==> config.mk <==
export PLATFORM = sky130hd
export DESIGN_NAME = exc_escalate_ctrl
export DESIGN_NICKNAME = d
export VERILOG_FILES = /design/src/rtl/exc_esc_pkg.sv /design/src/rtl/exc_cause_map.sv /design/src/rtl/exc_esc_fsm.sv /design/src/rtl/exc_disp_out.sv /design/src/rtl/exc_escalate_ctrl.sv
export SDC_FILE = /design/constraint.sdc
export NUM_CORES = 1
export LEC_CHECK = 0
export BUFFER_PORTS_ARGS = -buffer_cell sky130_fd_sc_hd__buf_2
export CORE_AREA = 4 4 41 43
export DETAILED_ROUTE_END_ITERATION = 10
export DIE_AREA = 0 0 45 47
export PLACE_DENSITY = 0.7
export SLEW_MARGIN = 5
export SYNTH_ARGS = -nofsm -noshare
export SYNTH_HDL_FRONTEND = slang
export SYNTH_HIERARCHICAL = 1
export SYNTH_SLANG_ARGS = --single-unit
==> constraint.sdc <==
create_clock -name clk -period 3 [get_ports clk]
set_clock_uncertainty 0.2 [all_clocks]
set_input_delay 0.3 -clock clk [delete_from_list [all_inputs] [get_ports clk]]
set_output_delay 0.3 -clock clk [all_outputs]
set_load 0.01 [all_outputs]
==> src/rtl/exc_esc_pkg.sv <==
package exc_esc_pkg;

    typedef enum logic [1:0] {
        ST_IDLE     = 2'd0,
        ST_ENTER    = 2'd1,
        ST_ENTER_DF = 2'd2,
        ST_SHUTDOWN = 2'd3
    } esc_state_e;

    typedef enum logic [1:0] {
        DSP_NONE   = 2'd0,
        DSP_NORMAL = 2'd1,
        DSP_DOUBLE = 2'd2
    } dispatch_kind_e;

    function automatic logic entry_pending(input esc_state_e s);
        return (s == ST_ENTER) || (s == ST_ENTER_DF);
    endfunction

endpackage

==> src/rtl/exc_cause_map.sv <==
module exc_cause_map #(
    parameter int CAUSE_W  = 3,
    parameter int VEC_W    = 4,
    parameter int VEC_BASE = 0
) (
    input  logic [CAUSE_W-1:0] cause,
    output logic [VEC_W-1:0]   vector
);
    localparam logic [VEC_W-1:0] BASE_V = VEC_W'(VEC_BASE);

    always_comb begin
        vector = BASE_V + VEC_W'(cause);
    end
endmodule

==> src/rtl/exc_esc_fsm.sv <==
module exc_esc_fsm
    import exc_esc_pkg::*;
(
    input  logic           clk,
    input  logic           rst,
    input  logic           fault_req,
    input  logic           entry_done,
    output esc_state_e     state,
    output dispatch_kind_e kind
);
    esc_state_e state_n;

    always_comb begin
        state_n = state;
        kind    = DSP_NONE;
        unique case (state)
            ST_IDLE: begin
                if (fault_req) begin
                    state_n = ST_ENTER;
                    kind    = DSP_NORMAL;
                end
            end
            ST_ENTER, ST_ENTER_DF: begin
                if (entry_done) begin
                    // Completion wins: a coincident fault is a fresh first fault.
                    if (fault_req) begin
                        state_n = ST_ENTER;
                        kind    = DSP_NORMAL;
                    end else begin
                        state_n = ST_IDLE;
                    end
                end else if (fault_req) begin
                    if (state == ST_ENTER) begin
                        state_n = ST_ENTER_DF;
                        kind    = DSP_DOUBLE;
                    end else begin
                        state_n = ST_SHUTDOWN;
                    end
                end
            end
            ST_SHUTDOWN: state_n = ST_SHUTDOWN;
            default:     state_n = ST_IDLE;
        endcase
    end

    always_ff @(posedge clk) begin
        if (rst) state <= ST_IDLE;
        else     state <= state_n;
    end

    // shutdown is sticky until reset
    a_r9_sticky_shutdown: assert property (@(posedge clk) disable iff (rst)
        (state == ST_SHUTDOWN) |=> (state == ST_SHUTDOWN));

    // completion without a fault always returns to idle
    a_r5_done_clears: assert property (@(posedge clk) disable iff (rst)
        (entry_pending(state) && entry_done && !fault_req) |=> (state == ST_IDLE));
endmodule

==> src/rtl/exc_disp_out.sv <==
module exc_disp_out
    import exc_esc_pkg::*;
#(
    parameter int VEC_W  = 4,
    parameter int DF_VEC = 8
) (
    input  logic             clk,
    input  logic             rst,
    input  dispatch_kind_e   kind,
    input  logic [VEC_W-1:0] cause_vec,
    input  esc_state_e       state,
    output logic             disp_start,
    output logic [VEC_W-1:0] disp_vector,
    output logic             shutdown,
    output logic             plat_rst_req
);
    localparam logic [VEC_W-1:0] DF_V = VEC_W'(DF_VEC);

    always_ff @(posedge clk) begin
        if (rst) begin
            disp_start  <= 1'b0;
            disp_vector <= '0;
        end else begin
            disp_start <= (kind != DSP_NONE);
            if (kind == DSP_DOUBLE)      disp_vector <= DF_V;
            else if (kind == DSP_NORMAL) disp_vector <= cause_vec;
        end
    end

    always_comb begin
        shutdown     = (state == ST_SHUTDOWN);
        plat_rst_req = (state == ST_SHUTDOWN);
    end
endmodule

==> src/rtl/exc_escalate_ctrl.sv <==
module exc_escalate_ctrl
    import exc_esc_pkg::*;
#(
    parameter int CAUSE_W  = 3,
    parameter int VEC_W    = 4,
    parameter int VEC_BASE = 0,
    parameter int DF_VEC   = 8
) (
    input  logic               clk,
    input  logic               rst,
    input  logic               fault_req,
    input  logic [CAUSE_W-1:0] fault_cause,
    input  logic               entry_done,
    output logic               disp_start,
    output logic [VEC_W-1:0]   disp_vector,
    output logic               shutdown,
    output logic               plat_rst_req
);
    localparam logic [VEC_W-1:0] DF_V = VEC_W'(DF_VEC);

    esc_state_e       state;
    dispatch_kind_e   kind;
    logic [VEC_W-1:0] cause_vec;

    exc_cause_map #(.CAUSE_W(CAUSE_W), .VEC_W(VEC_W), .VEC_BASE(VEC_BASE)) u_map (
        .cause  (fault_cause),
        .vector (cause_vec)
    );

    exc_esc_fsm u_fsm (
        .clk        (clk),
        .rst        (rst),
        .fault_req  (fault_req),
        .entry_done (entry_done),
        .state      (state),
        .kind       (kind)
    );

    exc_disp_out #(.VEC_W(VEC_W), .DF_VEC(DF_VEC)) u_out (
        .clk          (clk),
        .rst          (rst),
        .kind         (kind),
        .cause_vec    (cause_vec),
        .state        (state),
        .disp_start   (disp_start),
        .disp_vector  (disp_vector),
        .shutdown     (shutdown),
        .plat_rst_req (plat_rst_req)
    );


    a_r2_idle_dispatch: assert property (@(posedge clk) disable iff (rst)
        (state == ST_IDLE && fault_req) |=> (disp_start && disp_vector == $past(cause_vec)));

    a_r3_double_vector: assert property (@(posedge clk) disable iff (rst)
        (state == ST_ENTER && fault_req && !entry_done) |=> (disp_start && disp_vector == DF_V));

    a_r4_shutdown_entry: assert property (@(posedge clk) disable iff (rst)
        (state == ST_ENTER_DF && fault_req && !entry_done) |=> (shutdown && plat_rst_req && !disp_start));

    a_r6_done_first: assert property (@(posedge clk) disable iff (rst)
        (entry_pending(state) && fault_req && entry_done) |=> (disp_start && disp_vector == $past(cause_vec)));

    a_r8_start_needs_fault: assert property (@(posedge clk) disable iff (rst)
        disp_start |-> $past(fault_req));

    a_r9_no_dispatch_in_shutdown: assert property (@(posedge clk) disable iff (rst)
        shutdown |-> !disp_start);
endmodule

==> results.toml <==
[floorplan]
die_w_um = 45
num_rows = 13
fp.dieH_um = 47
initial_utilization_pct = 36.3
dieArea_mm2 = 0.00212
ios = 14
coreArea_mm2 = 0.00130

[timing]
setup_violations = 0
fin_crit_sh_pct = 76.7
worst_hold_slack_ps = 110
fmax_ghz = 0.435
hold_viol_final = 0
fin_setup_tns_ps = 0
slew_viol_final = 0
finalCriticalPeriod_ps = 2300
rsz0062_at_grt = "false"

[clock_tree]
cts_setup_buffers = 0
cts_max_level = 1
tritoncts = "done"
clockBufferDepth = 2
cts-hold-fix-buffers = 0
cts_resized = 0
clock_tree.root_cell = "clkbuf_4"
clk_latency_ps = 260
cts_sinks = 7
clk_pin_slew_ps = 60
cts_buffers = 3

[critical_path]
startpoint = "u_fsm/state[0]$_SDFFE_PP0P_"
cp.required_ps = 2970
reg2reg_from = "u_fsm/state[0]$_SDFFE_PP0P_"
critical_path.startpoint_type = "register"
regToRegSetupSlack_ps = 700
r2r_cells = 9
endpoint_kind = "register"
cp_max_fo = 5
critPathArrivalTime_ps = 2270
critical_path_class = "reg -> reg"
setup.worst_path.end = "u_out/disp_vector[1]$_SDFFE_PP0N_"
worstReg2RegEnd = "u_out/disp_vector[1]$_SDFFE_PP0N_"

[pwr]
vdd_ir_drop_max_v = 0.000175
cellPowerDensity_mw_per_mm2 = 481
p_leak_nw = 0.264

[global_route]
grt_max_degree = 9
track_usage_pct = 8.47
antenna_found_initial = 0
grt_pass1_wl_um = 1250
overflow = 0
grt_pass1_vias = 331

[yosys]
syn_inst = 52
syn_area_um2 = 473
yosysWarnings = 6
yosysSeqAreaShare_pct = 29.6
yosysUniqueCellTypes = 19
synth-seq-cells = 7
synth.avg_cell_area_um2 = 9.10
syn_nets = 67

[placement]
io_buffers = 13
gp_congestion = 0.746
dp_hpwl_um = 635

[route]
final_antenna_net_count = 0
viasPerCell = 4.59
vias = 363
drt_iter0_drc = 5
drc_errors = 0
routedWlPerCell_um = 10.4
wirelength_um = 825
first_pass_iters = 4

[layout]
fin_nets = 80
n_antenna_cell = 0
nFillCells = 136
final_layout_size_suffix_gt1_share_pct = 28.1
area_growth_pct = 15.3

[run]
drv_cap = 0

[outcome]
status = "completed"

[hold_path]
holdCritPathClass = "in -> reg"
## layout by cell type (no fill, tap or decap)
master / netlist / final
a21oi_1: 1 / 1
a211oi_1: 2 / 2
nand2b_1: 2 / 2
o21ai_0: 1 / 1
o21a_1: 1 / 1
inv_1: 5 / 5
clkbuf_4: 0 / 3
o211ai_1: 1 / 1
a221oi_2: 1 / 1
buf_2: 0 / 13
nor2_1: 3 / 3
dfxtp_1: 7 / 7
mux2i_1: 4 / 4
nor3_1: 5 / 5
clkbuf_1: 0 / 1
and2_1: 1 / 1
nand2_1: 2 / 2
a21oi_2: 1 / 1
ha_1: 8 / 8
conb_1: 1 / 1
nor2b_1: 1 / 1
## layout make-up
class	instances	area, µm²	share of cell area [%]
inverters	5	18.8	3.44
well taps	15	18.8	3.44
repair buffers	13	65.1	11.9
flip-flops and latches	7	140	25.7
multi-input cells	35	277	50.7
clock buffers	4	26.3	4.82
## cells by family after synthesis
logic type	Yosys count	synth area share (%)
adder cells (fa/ha/maj)	8	21.2
multiplexers	4	8.47
flip-flops	7	29.6
buffers and inverters	10	11.9
AND/OR/NAND/NOR	14	14.6
other	1	0.793
AO/OA/AOI/OAI	8	13.5
## power breakdown
group          switching, mW  internal [mW]  total (mW)
logic                 0.0366         0.0312      0.0678
registers            0.00537          0.102       0.108
clock network         0.0363         0.0508      0.0871
total                 0.0783          0.184       0.263
## per-stage QoR
step	worst slack [ps]	power [mW]	instances	area [µm²]	util [%]
CTS	688	0.267	79	546	41.9
finish	699	0.263	79	546	41.9
global placement	800	0.176	75	519	39.9
global route	526	0.279	79	546	41.9
detailed placement	732	0.177	75	519	39.9
floorplan	960	0.160	52	473	-
## sequential cells by signal (all words and copies together), names as in the netlist
register and count:
u_out/disp_vector 4, u_fsm/state 2, u_out/disp_start 1
## metal layers
metal / global-route usage, % / wire length, µm
met1: 8.70 / 388
met2: 14.1 / 382
met3: 2.68 / 54
met4: 7.02 / 0
met5: 0 / 0
## critical path: stages, from the launching register on
cell,delay [ps]
dfxtp_1,390
inv_1,110
ha_1,330
nor2b_1,210
nand2_1,80
nor3_1,230
inv_1,130
ha_1,280
mux2i_1,140
nor3_1,120
## synth_stat cells, drive strengths merged
library cell,n,area share [%]
conb,1,0.79
o211ai,1,1.6
and2,1,1.3
ha,8,21
nor2,3,2.4
dfxtp,7,30
a211oi,2,3.2
mux2i,4,8.5
nand2,2,1.6
o21a,1,1.6
o21ai,1,1.1
nand2b,2,2.6
a221oi,1,3.2
nor3,5,5.3
nor2b,1,1.3
a21oi,2,2.9
buf,5,7.9
inv,5,4.0
## worst min path at each step
stage	end	slack, ps	from	cells past startpoint
floorplan	u_fsm/state[0]$_SDFFE_PP0P_	170	rst	1
global placement	u_out/disp_vector[3]$_SDFFE_PP0P_	290	u_out/disp_vector[3]$_SDFFE_PP0P_	2
detailed placement	u_out/disp_vector[3]$_SDFFE_PP0P_	290	u_out/disp_vector[3]$_SDFFE_PP0P_	2
CTS	u_fsm/state[0]$_SDFFE_PP0P_	100	rst	2
global route	u_fsm/state[0]$_SDFFE_PP0P_	130	rst	2
finish	u_fsm/state[0]$_SDFFE_PP0P_	110	rst	2
(Power assumes the default switching activity.)
